## src/rtl/fcd_pkg.sv

```systemverilog
package fcd_pkg;

    typedef enum logic [3:0] {
        ST_ARRAY,
        ST_UNLK1,
        ST_UNLK2,
        ST_IDENT,
        ST_PROG,
        ST_ERSETUP,
        ST_EUNLK1,
        ST_EUNLK2,
        ST_BUSY
    } fcd_state_e;

    typedef enum logic [2:0] {
        OP_PROG   = 3'd0,
        OP_CHIP   = 3'd1,
        OP_SECT   = 3'd2,
        OP_SUSP   = 3'd3,
        OP_RESUME = 3'd4
    } fcd_op_e;

    localparam logic [7:0]  KEY_FIRST   = 8'hAA;
    localparam logic [7:0]  KEY_SECOND  = 8'h55;
    localparam logic [7:0]  CMD_IDENT   = 8'h90;
    localparam logic [7:0]  CMD_RESET   = 8'hF0;
    localparam logic [7:0]  CMD_PROG    = 8'hA0;
    localparam logic [7:0]  CMD_ERASE   = 8'h80;
    localparam logic [7:0]  CMD_CHIP    = 8'h10;
    localparam logic [7:0]  CMD_SECT    = 8'h30;
    localparam logic [7:0]  CMD_SUSP    = 8'hB0;
    localparam logic [7:0]  ID_VALUE    = 8'hE7;
    localparam logic [11:0] LOC_FIRST   = 12'h555;
    localparam logic [11:0] LOC_SECOND  = 12'hAAA;

endpackage

```

## src/rtl/fcd_addr_match.sv

```systemverilog
module fcd_addr_match
    import fcd_pkg::*;
#(
    parameter int MATCH_W = 12
) (
    input  logic [MATCH_W-1:0] low_addr,
    output logic               hit_first,
    output logic               hit_second,
    output logic               id_sel,
    output logic               pr_sel
);
    always_comb begin
        hit_first  = (low_addr == MATCH_W'(LOC_FIRST));
        hit_second = (low_addr == MATCH_W'(LOC_SECOND));
        id_sel     = !low_addr[6] && !low_addr[1] &&  low_addr[0];
        pr_sel     = !low_addr[6] &&  low_addr[1] && !low_addr[0];
    end
endmodule

```

## src/rtl/fcd_timer.sv

```systemverilog
module fcd_timer #(
    parameter int TMO_CYC = 64
) (
    input  logic clk,
    input  logic rst_n,
    input  logic run,
    input  logic restart,
    output logic expire
);
    localparam int CW = $clog2(TMO_CYC + 1);
    localparam logic [CW-1:0] LAST = CW'(TMO_CYC - 1);

    logic [CW-1:0] cnt_q;

    always_ff @(posedge clk or negedge rst_n) begin
        if (!rst_n) begin
            cnt_q <= '0;
        end else if (restart || !run) begin
            cnt_q <= '0;
        end else if (cnt_q != LAST) begin
            cnt_q <= cnt_q + 1'b1;
        end
    end

    assign expire = run && !restart && (cnt_q == LAST);
endmodule

```

## src/rtl/fcd_read_mux.sv

```systemverilog
module fcd_read_mux #(
    parameter int DATA_W = 8
) (
    input  logic              rd_en,
    input  logic              in_ident,
    input  logic              in_busy,
    input  logic              id_sel,
    input  logic              pr_sel,
    input  logic              sel_any,
    input  logic              prot_hit,
    input  logic [DATA_W-1:0] status,
    input  logic [DATA_W-1:0] id_value,
    input  logic [DATA_W-1:0] arr_rdata,
    output logic [DATA_W-1:0] rd_data
);
    always_comb begin
        rd_data = '0;
        if (rd_en) begin
            if (in_busy) begin
                rd_data = status;
            end else if (in_ident) begin
                if (id_sel && sel_any) begin
                    rd_data = id_value;
                end else if (pr_sel) begin
                    rd_data = DATA_W'(prot_hit);
                end
            end else begin
                rd_data = arr_rdata;
            end
        end
    end
endmodule

```

## src/rtl/flash_cmd_decoder.sv

```systemverilog
module flash_cmd_decoder
    import fcd_pkg::*;
#(
    parameter int ADDR_W  = 19,
    parameter int SECT_N  = 8,
    parameter int TMO_CYC = 64
) (
    input  logic              clk,
    input  logic              rst_n,
    input  logic [ADDR_W-1:0] addr,
    input  logic [7:0]        wdata,
    input  logic              wr_en,
    input  logic              rd_en,
    input  logic [SECT_N-1:0] sect_sel,
    input  logic [7:0]        arr_rdata,
    input  logic              prot_ld,
    input  logic [SECT_N-1:0] prot_din,
    input  logic              be_done,
    output logic [7:0]        rd_data,
    output logic              cmd_stb,
    output logic [2:0]        cmd_op,
    output logic [ADDR_W-1:0] cmd_addr,
    output logic [7:0]        cmd_data
);
    localparam int MATCH_W = 12;

    fcd_state_e        st_q, st_d;
    fcd_op_e           op_d;
    logic [SECT_N-1:0] prot_q;
    logic              ers_q, ers_d, sect_q, sect_d, susp_q, susp_d;
    logic              stb_d;
    logic              sel_any, prot_hit, wr_go;
    logic              hit_a, hit_b, id_sel, pr_sel;
    logic              run_tmo, tmo_expire;
    logic [7:0]        status;

    assign sel_any  = |sect_sel;
    assign prot_hit = |(prot_q & sect_sel);
    assign wr_go    = wr_en && sel_any;
    assign status   = {4'b0000, ers_q, 2'b00, susp_q};
    assign run_tmo  = (st_q == ST_UNLK1)   || (st_q == ST_UNLK2) ||
                      (st_q == ST_PROG)    || (st_q == ST_ERSETUP) ||
                      (st_q == ST_EUNLK1)  || (st_q == ST_EUNLK2);

    fcd_addr_match #(.MATCH_W(MATCH_W)) u_match (
        .low_addr   (addr[MATCH_W-1:0]),
        .hit_first  (hit_a),
        .hit_second (hit_b),
        .id_sel     (id_sel),
        .pr_sel     (pr_sel)
    );

    fcd_timer #(.TMO_CYC(TMO_CYC)) u_timer (
        .clk     (clk),
        .rst_n   (rst_n),
        .run     (run_tmo),
        .restart (wr_go),
        .expire  (tmo_expire)
    );

    fcd_read_mux #(.DATA_W(8)) u_rmux (
        .rd_en     (rd_en),
        .in_ident  (st_q == ST_IDENT),
        .in_busy   (st_q == ST_BUSY),
        .id_sel    (id_sel),
        .pr_sel    (pr_sel),
        .sel_any   (sel_any),
        .prot_hit  (prot_hit),
        .status    (status),
        .id_value  (ID_VALUE),
        .arr_rdata (arr_rdata),
        .rd_data   (rd_data)
    );

    // next-state and command decision
    always_comb begin
        st_d   = st_q;
        op_d   = OP_PROG;
        stb_d  = 1'b0;
        ers_d  = ers_q;
        sect_d = sect_q;
        susp_d = susp_q;
        unique case (st_q)
            ST_ARRAY: begin
                if (wr_go && wdata == KEY_FIRST && hit_a) st_d = ST_UNLK1;
            end
            ST_UNLK1, ST_EUNLK1: begin
                if (wr_go) begin
                    if (wdata == KEY_SECOND && hit_b)
                        st_d = (st_q == ST_UNLK1) ? ST_UNLK2 : ST_EUNLK2;
                    else
                        st_d = ST_ARRAY;
                end else if (tmo_expire) begin
                    st_d = ST_ARRAY;
                end
            end
            ST_UNLK2: begin
                if (wr_go) begin
                    st_d = ST_ARRAY;
                    if (hit_a) begin
                        if (wdata == CMD_IDENT)      st_d = ST_IDENT;
                        else if (wdata == CMD_PROG)  st_d = ST_PROG;
                        else if (wdata == CMD_ERASE) st_d = ST_ERSETUP;
                    end
                end else if (tmo_expire) begin
                    st_d = ST_ARRAY;
                end
            end
            ST_IDENT: begin
                if (wr_go) st_d = ST_ARRAY;
            end
            ST_PROG: begin
                if (wr_go) begin
                    if (prot_hit) begin
                        st_d = ST_ARRAY;
                    end else begin
                        st_d   = ST_BUSY;
                        stb_d  = 1'b1;
                        op_d   = OP_PROG;
                        ers_d  = 1'b0;
                        sect_d = 1'b0;
                    end
                end else if (tmo_expire) begin
                    st_d = ST_ARRAY;
                end
            end
            ST_ERSETUP: begin
                if (wr_go)
                    st_d = (wdata == KEY_FIRST && hit_a) ? ST_EUNLK1 : ST_ARRAY;
                else if (tmo_expire)
                    st_d = ST_ARRAY;
            end
            ST_EUNLK2: begin
                if (wr_go) begin
                    st_d = ST_ARRAY;
                    if (wdata == CMD_CHIP && hit_a && prot_q == '0) begin
                        st_d   = ST_BUSY;
                        stb_d  = 1'b1;
                        op_d   = OP_CHIP;
                        ers_d  = 1'b1;
                        sect_d = 1'b0;
                    end else if (wdata == CMD_SECT && !prot_hit) begin
                        st_d   = ST_BUSY;
                        stb_d  = 1'b1;
                        op_d   = OP_SECT;
                        ers_d  = 1'b1;
                        sect_d = 1'b1;
                    end
                end else if (tmo_expire) begin
                    st_d = ST_ARRAY;
                end
            end
            ST_BUSY: begin
                if (be_done) begin
                    st_d   = ST_ARRAY;
                    ers_d  = 1'b0;
                    sect_d = 1'b0;
                    susp_d = 1'b0;
                end else if (wr_go && sect_q) begin
                    if (wdata == CMD_SUSP && !susp_q) begin
                        stb_d  = 1'b1;
                        op_d   = OP_SUSP;
                        susp_d = 1'b1;
                    end else if (wdata == CMD_SECT && susp_q) begin
                        stb_d  = 1'b1;
                        op_d   = OP_RESUME;
                        susp_d = 1'b0;
                    end
                end
            end
            default: st_d = ST_ARRAY;
        endcase
    end

    // state register
    always_ff @(posedge clk or negedge rst_n) begin
        if (!rst_n) begin
            st_q   <= ST_ARRAY;
            ers_q  <= 1'b0;
            sect_q <= 1'b0;
            susp_q <= 1'b0;
            prot_q <= '0;
        end else begin
            st_q   <= st_d;
            ers_q  <= ers_d;
            sect_q <= sect_d;
            susp_q <= susp_d;
            if (prot_ld) prot_q <= prot_din;
        end
    end

    // output register
    always_ff @(posedge clk or negedge rst_n) begin
        if (!rst_n) begin
            cmd_stb  <= 1'b0;
            cmd_op   <= 3'd0;
            cmd_addr <= '0;
            cmd_data <= '0;
        end else begin
            cmd_stb <= stb_d;
            if (stb_d) begin
                cmd_op   <= op_d;
                cmd_addr <= addr;
                cmd_data <= wdata;
            end
        end
    end
endmodule

```

## config.mk

```make
export PLATFORM = sky130hd
export DESIGN_NAME = flash_cmd_decoder
export DESIGN_NICKNAME = d
export VERILOG_FILES = /design/src/rtl/fcd_pkg.sv /design/src/rtl/fcd_addr_match.sv /design/src/rtl/fcd_timer.sv /design/src/rtl/fcd_read_mux.sv /design/src/rtl/flash_cmd_decoder.sv
export SDC_FILE = /design/constraint.sdc
export NUM_CORES = 1
export LEC_CHECK = 0
export BUFFER_PORTS_ARGS = -buffer_cell sky130_fd_sc_hd__clkbuf_2
export CORE_MARGIN = 1
export CORE_UTILIZATION = 45
export CTS_BUF_LIST = sky130_fd_sc_hd__clkbuf_4 sky130_fd_sc_hd__clkbuf_8 sky130_fd_sc_hd__clkbuf_16
export CTS_CLUSTER_SIZE = 10
export DETAILED_ROUTE_END_ITERATION = 8
export GPL_TIMING_DRIVEN = 0
export PLACE_DENSITY = 0.73
export REMOVE_ABC_BUFFERS = 1
export SLEW_MARGIN = 20
export SYNTH_ARGS = -nofsm -noshare
export SYNTH_HDL_FRONTEND = slang
export SYNTH_SLANG_ARGS = --single-unit
```

## constraint.sdc

```tcl
create_clock -name clk -period 6.4 [get_ports clk]
set_input_delay 1.28 -clock clk [delete_from_list [all_inputs] [get_ports clk]]
set_output_delay 1.28 -clock clk [all_outputs]
set_load 0.02 [all_outputs]
```

==> results of run 1 <==
metrics by stage:
step                      hold slack, ns  util [%]
after floorplan                    0.471         -
after global placement             0.461      55.9
after detailed placement           0.471      56.0
after CTS                          0.495      57.9
after global routing               0.520      57.9
final                              0.494      57.9
registers in the layout (all words and copies together) (netlist names):
name / flops
st_q: 4
cmd_op: 3
ers_q: 1
cmd_stb: 1
cmd_addr: 19
susp_q: 1
u_timer.cnt_q: 7
prot_q: 8
cmd_data: 8
sect_q: 1
cells by family (layout without fill, tap and decap cells):
kind of cell             after synthesis  in the layout  share of synthesized area [%]
XOR/XNOR                               4              4                           1.24
AO/OA/AOI/OAI                         61             61                           13.9
adder cells (fa/ha/maj)                1              1                          0.442
flip-flops                            53             53                           46.8
buffers and inverters                 13            106                           2.30
AND/OR/NAND/NOR                      106            106                           20.3
multiplexers                          35             35                           15.0
power by group:
| group | internal, mW | switching [mW] |
|---|---|---|
| Sequential | 0.340 | 0.00419 |
| Combinational | 0.0257 | 0.0299 |
| Clock | 0.120 | 0.119 |
| Total | 0.485 | 0.153 |
worst paths after layout:
| path | cells after the start | start | endpoint | slack (ns) |
|---|---|---|---|---|
| worst max-delay path | 7 | sect_sel[0] | rd_data[5] | 2.38 |
| worst min-delay path | 1 | cmd_op[0] | cmd_op[0] | 0.49 |
| worst max register to register | 6 | st_q[2] | cmd_addr[16] | 3.87 |
| worst min register to register | 1 | cmd_op[0] | cmd_op[0] | 0.49 |
| max in group asynchronous | 1 | rst_n | cmd_stb | 4.90 |
| min in group asynchronous | 1 | rst_n | cmd_addr[0] | 1.04 |
metal layers:
layer	wire, microns	share of wire, %	vias up
met1	2970	46	1208
met3	376	5.8	5
met4	43	0.66	0
met2	3120	48	70
met5	0	0	-
li1	-	-	1199
worst reg2reg max path, cell delays in order, from the launching register on:
cell and delay [ns]:
dfrtp_1 0.64, inv_1 0.14, nor2_1 0.38, nand2_1 0.10, o32a_1 0.34, o21a_2 0.38
mux2_1 0.43
cell usage after synthesis (3+ instances only):
master	n
a21boi_0	3
mux2_4	8
or3_1	6
a31oi_1	4
dfrtp_1	53
nand2b_1	5
o21ai_0	14
nand3_1	11
a22oi_1	5
o21a_1	9
nand2_1	23
or4_1	3
nor2_1	19
nor4_1	4
a21oi_1	14
mux2_2	8
mux2_1	19
nor3_1	12
nand4b_1	4
clkbuf_1	6
nor2b_1	3
inv_1	3
layout make-up:
| class | count | area (sq um) |
|---|---|---|
| timing repair buffer | 95 | 478 |
| inverter | 3 | 11.3 |
| clock buffer | 5 | 68.8 |
| tap | 75 | 93.8 |
| fill | 550 | 2520 |
| clock inverter | 3 | 47.5 |
| multi-input combinational | 207 | 1440 |
| sequential | 53 | 1330 |
==> flow_summary.ini, run 1 <==
[routing]
via_per_inst = 5.63
routedWlPerCell_microns = 14.8
dr_total_vias = 2482
wirelength_microns = 6510
drcViolationCount = 0
first_iter_violations = 169
final_antenna_net_count = 0
drt-pass1-iter-count = 4

[logic_synthesis]
postSynthAreaPerCell_sq_um = 10.4
synth_top_area_share_pct = 46.8
yosys.area.top_type = dfrtp_1
netlist_top_cells_area = dfrtp_1, mux2_1, mux2_4
seq_area_frac_synth_pct = 46.8
synth-seq-cells = 53
syn_area_sq_mm = 0.00283
synth_edf_count = 0
async_flop_share_pct = 100
synth_flop_cell = dfrtp_1
netlist_instances = 273
synth.distinct_cells = 51
yosys_warnings = 0

[floorplan]
die_x_microns = 81.3
std_cell_rows = 28
die_h_microns = 81.3
start_util_pct = 47.3
boundaryPins = 96
core-area_sq_mm = 0.00599
dieArea_sq_mm = 0.00662

[global_route]
track_usage_pct = 21.2
met1_usage_pct = 27.7
grtUsageMet3_pct = 5.17
grt_pass1_wl_microns = 10800
grt_overflow = 0
grt_use_met2_pct = 35.7
grt_pass1_vias = 2377
grt_antenna_before_repair = 0
grt-busiest-layer = met2
grt_start_max_net_pins = 54

[sta]
slew_headroom_pct = 31.6
fin_crit_sh_pct = 62.8
grt_setup_unrepaired = no
finalWorstSetupSlack_ns = 2.38
setup_viol = 0
hold_violations = 0
period_needed_ns = 4.02
tns_ns = 0
fin_skew_ns = 0.0108
tightestPinTransition_ns = 1.02
drv_slew = 0
max_freq_ghz = 0.249

[clock_tree]
htreeDepth = 2
clk_latency_ns = 0.32
holdBufCountCts = 0
ctsRootBufferMaster = clkbuf_8
cts_made_buffers = 5
clk_pin_slew_ns = 0.10
cts_num_sinks = 53
postCtsSetupBuffers = 0
cts_tree = done
cts_resized = 0
clock_path_buffers = 2

[finish]
layout_commonest_cell = clkbuf_2
finalNonFillerCells = 441
final_nets = 423
mostFrequentLayoutCells = clkbuf_2, dfrtp_1, nand2_1, nor2_1, mux2_1
antenna_cells = 0
stdcell_area_sq_mm = 0.00347
drive_gt1_share_pct = 33.6
areaGrowthSynthToFinish_pct = 22.4

[run_status]
status = complete, no violations

[critical_path]
start_kind = input port
cp-end-kind = output pin
worstPathRequired_ns = 5.12
path_cells = clkbuf_2, or4_1, nor2_1, o31ai_1, and3_1, o21a_1, clkbuf_2
crit_path_max_fanout = 5
crit_top_cell = clkbuf_2
worstSetupPathType = in -> out
cp_slowest_cell = or4_1
crit_arrival_ns = 2.74
cpLargestDelayFamily = simple AND/OR/NAND/NOR gates
slowest_delay_ns = 0.58
crit_buf_inv = 2

[place]
post_dp_cell_area_sq_mm = 0.00335
portBuffers = 95
placedCellCount = 433
place_ws_ns = 2.39
dp_hpwl_microns = 4880
gp_congestion = 0.834

[power_and_ir_drop]
cellLeakagePower_nw = 1.77
peakVddDrop_uv = 110
total_power_mw = 0.638
p_per_area_mw_per_mm2 = 184

[flow_run]
maxCapViolations = 0

[hold_path]
hold_path.class = reg -> reg
No activity file was read; power rests on OpenSTA's default activity.
==> run 2, diff against run 1 <==
- ABC_AREA: unset -> 1
- PLACE_DENSITY: 0.73 -> 0.75
- clock period: 6.4 -> 3.4 ns (I/O delays scaled with it)
==> flow_summary.ini, run 2 <==
[logic_synthesis]
netlist_top_cells_area = dfrtp_1, nand2_1, nand3_1
postSynthAreaPerCell_sq_um = 7.09
synthMostInstantiatedCell = nand2_1
yosys.area.top_type = dfrtp_1
syn_area_sq_mm = 0.00303
synth.distinct_cells = 34
netlist_instances = 427
synth_flop_cell = dfrtp_1
synth_top_area_share_pct = 43.8
async_flop_share_pct = 100
synth-seq-cells = 53
yosys_warnings = 0
synth_edf_count = 0
seq_area_frac_synth_pct = 43.8
netlist_top_cells_count = nand2_1, nand3_1, nor2_1

[floorplan]
die_x_microns = 84.0
core-area_sq_mm = 0.00642
dieArea_sq_mm = 0.00706
boundaryPins = 96
die_h_microns = 84.0
std_cell_rows = 29
start_util_pct = 47.1

[place]
placedCellCount = 590
post_dp_cell_area_sq_mm = 0.00354
dp_hpwl_microns = 5440
place_ws_ns = 0.910
portBuffers = 95
gp_congestion = 0.899

[sta]
hold_ws_ns = 0.437
finalWorstSetupSlack_ns = 0.698
tightestPinTransition_ns = 0.717
max_freq_ghz = 0.370
drv_slew = 0
period_needed_ns = 2.70
fin_skew_ns = 0.0101
hold_violations = 0
slew_headroom_pct = 52.2
tns_ns = 0
grt_setup_unrepaired = no
setup_viol = 0
fin_crit_sh_pct = 79.5

[finish]
antenna_cells = 0
largest_register = cmd_addr
mostFrequentLayoutCells = nand2_1, clkbuf_2, nand3_1, nor2_1, dfrtp_1
largest_register_ffs = 19
reg.largest.list = cmd_addr (19), cmd_data (8), prot_q (8)
regArea_sq_mm = 0.00133
utilization_pct = 56.5
stdcell_area_sq_mm = 0.00363
drive_gt1_share_pct = 23.2
layout_commonest_cell = nand2_1
areaGrowthSynthToFinish_pct = 19.9
finalNonFillerCells = 598
final_nets = 578
multiInputGateArea_sq_mm = 0.00145
fill_cells = 625

[critical_path]
crit_path_max_fanout = 9
worstSetupPathType = reg -> out
endpoint = rd_data[0]
startpoint = st_q[3]
rr_startpoint = st_q[0]
reg2regPathDepth = 9
start_kind = flip-flop
crit_arrival_ns = 2.02
ff2ff_setup_slack_ns = 1.32
r2r_end = cmd_addr[8]
cp-end-kind = output pin
worstPathRequired_ns = 2.72

[clock_tree]
holdBufCountCts = 0
cts_made_buffers = 5
cts_num_sinks = 53
ctsRootBufferMaster = clkbuf_8
clk_latency_ns = 0.31
clock_path_buffers = 2
htreeDepth = 2
postCtsSetupBuffers = 0
clk_pin_slew_ns = 0.10
cts_tree = done
cts_resized = 0

[routing]
wirelength_microns = 7220
dr_total_vias = 3054
first_iter_violations = 130
drt-pass1-iter-count = 8
final_antenna_net_count = 0
routedWlPerCell_microns = 12.1
via_per_inst = 5.11
drcViolationCount = 6

[global_route]
grt_antenna_before_repair = 0
grt_overflow = 0
grt_pass1_wl_microns = 12300
track_usage_pct = 21.4
grt_pass1_vias = 2881
grt_start_max_net_pins = 54

[power_and_ir_drop]
peakVddDrop_uv = 157
share_seq_of_total_power_pct = 53.0
sw_frac_of_total_pct = 30.9
cellLeakagePower_nw = 2.08
comb_power_share_pct = 18.9
p_per_area_mw_per_mm2 = 358
p_clk_share_pct = 28.1
switchingPower_mw = 0.401
p_int_mw = 0.898
total_power_mw = 1.30

[flow_run]
maxCapViolations = 0

[run_status]
status = complete, but fails checks
violations = DRC

[hold_path]
hold_path.class = in -> async
==> run 2: cells by family (layout without fill, tap and decap cells) <==
kind of cell	count (synthesis)	after routing	share of synthesized area, %
flip-flops	53	53	43.8
buffers and inverters	57	151	8.15
XOR/XNOR	2	2	0.579
AO/OA/AOI/OAI	35	35	6.58
adder cells (fa/ha/maj)	1	1	0.413
AND/OR/NAND/NOR	279	279	40.4
==> run 2: layer usage <==
metal / vias to the layer above / part of all wire (%) / routed length (microns) / track usage [%]
met5: - / 0 / 0 / 0
met2: 99 / 47 / 3370 / 36.0
li1: 1545 / - / - / -
met1: 1397 / 45 / 3240 / 27.2
met4: 0 / 1.9 / 135 / 7.68
met3: 13 / 6.5 / 469 / 4.25
==> run 2: how the worst min path moves through the flow <==
stage | cells past startpoint | start | end
6_report | 1 | rst_n | cmd_addr[10]
5_1_grt | 1 | rst_n | cmd_addr[10]
4_1_cts | 1 | rst_n | cmd_addr[10]
3_5_place_dp | 2 | ers_q | ers_q
3_3_place_gp | 2 | ers_q | ers_q
2_1_floorplan | 0 | rst_n | cmd_addr[0]
==> run 2: critical path, cell delays in order (launching register included) <==
cell      delay [ns]
dfrtp_1         0.44
nor2_1          0.17
inv_1           0.09
nor2_1          0.45
nand2_1         0.16
o22ai_1         0.15
a21oi_1         0.09
clkbuf_2        0.16
==> run 2: area by class of cell <==
cell class / count / area share, %
tap: 77 / 2.66
clock inverter: 3 / 0.621
inverter: 48 / 5.04
clock buffer: 5 / 1.90
multi-input combinational: 317 / 40.0
timing repair buffer: 95 / 13.2
sequential: 53 / 36.6
==> run 2: power groups by stage <==
stage / Clock (mW) / Sequential (mW) / Combinational (mW)
after CTS: 0.371 / 0.688 / 0.246
after global routing: 0.396 / 0.694 / 0.276
after detailed placement: 0 / 0.701 / 0.245
after global placement: 0 / 0.700 / 0.240
after floorplan: 0 / 0.720 / 0.120
final: 0.366 / 0.689 / 0.245
==> run 3, diff against run 2 <==
- PLACE_DENSITY: 0.75 -> 0.72
- clock period: 3.4 -> 2.7 ns (I/O delays scaled with it)
==> flow_summary.ini, run 3 (synthesis gave the netlist of run 2 again) <==
[finish]
final_nets = 578
antenna_cells = 0
areaGrowthSynthToFinish_pct = 20.8
reg.largest.list = cmd_addr (19), cmd_data (8), prot_q (8)
stdcell_area_sq_mm = 0.00365
layout_commonest_cell = nand2_1
fill_cells = 611
largest_register_ffs = 19
largest_register = cmd_addr
mostFrequentLayoutCells = nand2_1, clkbuf_2, nand3_1, nor2_1, dfrtp_1
multiInputGateArea_sq_mm = 0.00146
regArea_sq_mm = 0.00133
finalNonFillerCells = 598
drive_gt1_share_pct = 23.4

[clock_tree]
holdBufCountCts = 0
htreeDepth = 2
postCtsSetupBuffers = 0
cts_num_sinks = 53
cts_resized = 0
cts_made_buffers = 5
clk_latency_ns = 0.31
clk_pin_slew_ns = 0.10
clock_path_buffers = 2
cts_tree = done
ctsRootBufferMaster = clkbuf_8

[power_and_ir_drop]
total_power_mw = 1.73
cellLeakagePower_nw = 2.09
peakVddDrop_uv = 224
p_per_area_mw_per_mm2 = 474

[global_route]
grt_pass1_vias = 2939
grt_pass1_wl_microns = 12700
grt_antenna_before_repair = 0
grt_start_max_net_pins = 54
grt_overflow = 0
track_usage_pct = 22.2

[routing]
first_iter_violations = 209
wirelength_microns = 7400
drt-pass1-iter-count = 6
drcViolationCount = 8
dr_total_vias = 2973
via_per_inst = 4.97
final_antenna_net_count = 0
routedWlPerCell_microns = 12.4

[critical_path]
startpoint = st_q[3]
start_kind = flip-flop
cp-end-kind = output pin
rr_startpoint = st_q[0]
crit_arrival_ns = 1.81
crit_path_max_fanout = 9
worstSetupPathType = reg -> out
worstPathRequired_ns = 2.16

[sta]
setup_viol = 0
hold_ws_ns = 0.315
slew_headroom_pct = 50.6
tns_ns = 0
max_freq_ghz = 0.426
drv_slew = 0
fin_crit_sh_pct = 87.0
tightestPinTransition_ns = 0.741
grt_setup_unrepaired = no
hold_violations = 0
period_needed_ns = 2.35
fin_skew_ns = 0.0110

[hold_path]
hold_path.class = in -> async

[floorplan]
core-area_sq_mm = 0.00642
die_x_microns = 84.0
dieArea_sq_mm = 0.00706
boundaryPins = 96
std_cell_rows = 29
die_h_microns = 84.0
start_util_pct = 47.1

[run_status]
status = complete, but fails checks
violations = DRC

[place]
gp_congestion = 0.898
dp_hpwl_microns = 5540
portBuffers = 95
post_dp_cell_area_sq_mm = 0.00354
placedCellCount = 590

[flow_run]
maxCapViolations = 0
run 3: cell count changes in the layout (fill, tap and decap cells not counted), sizes merged:
cell,delta
clkinv,-2
bufinv,+1
clkbuf,+1
run 3: area by class of cell:
cell class,instances,area share (%)
timing repair buffer,95,13.1
multi-input combinational,317,39.8
inverter,48,5.00
sequential,53,36.3
clock inverter,2,1.06
tap,77,2.64
clock buffer,6,2.09
run 3: final timing paths:
path | end | slack (ns) | depth (start not counted)
min in group clk | cmd_addr[16] | 0.42 | 3
hold reg to reg | ers_q | 0.48 | 2
setup reg to reg | cmd_addr[12] | 0.60 | 9
hold / removal | cmd_addr[8] | 0.32 | 1
setup / recovery | rd_data[5] | 0.35 | 7
max in group asynchronous | u_timer.cnt_q[3] | 1.90 | 1
run 3: worst max-delay path, stage by stage, from the launching register on:
cell	delay, ns
dfrtp_1	0.43
nor2_1	0.15
inv_1	0.10
nor2_2	0.29
nand2_1	0.13
nand3_1	0.17
nor2_1	0.07
clkbuf_2	0.16
run 3: report_power, final:
group / internal, mW / switching (mW)
clock network: 0.289 / 0.268
logic: 0.110 / 0.198
registers: 0.836 / 0.0316
run 3: per-layer routing:
metal  up-vias  share of wire [%]  GRT usage (%)
met2        89                 48           38.6
met5         -                  0              0
met4         0                1.2           6.74
li1       1546                  -              -
met1      1330                 46           27.5
met3         8                5.2           4.65
run 3: stage by stage:
step,worst slack [ns],util (%)
finish,0.352,56.9
global route,0.160,56.9
CTS,0.157,56.8
detailed placement,0.339,55.1
global placement,0.387,55.0
floorplan,0.764,-
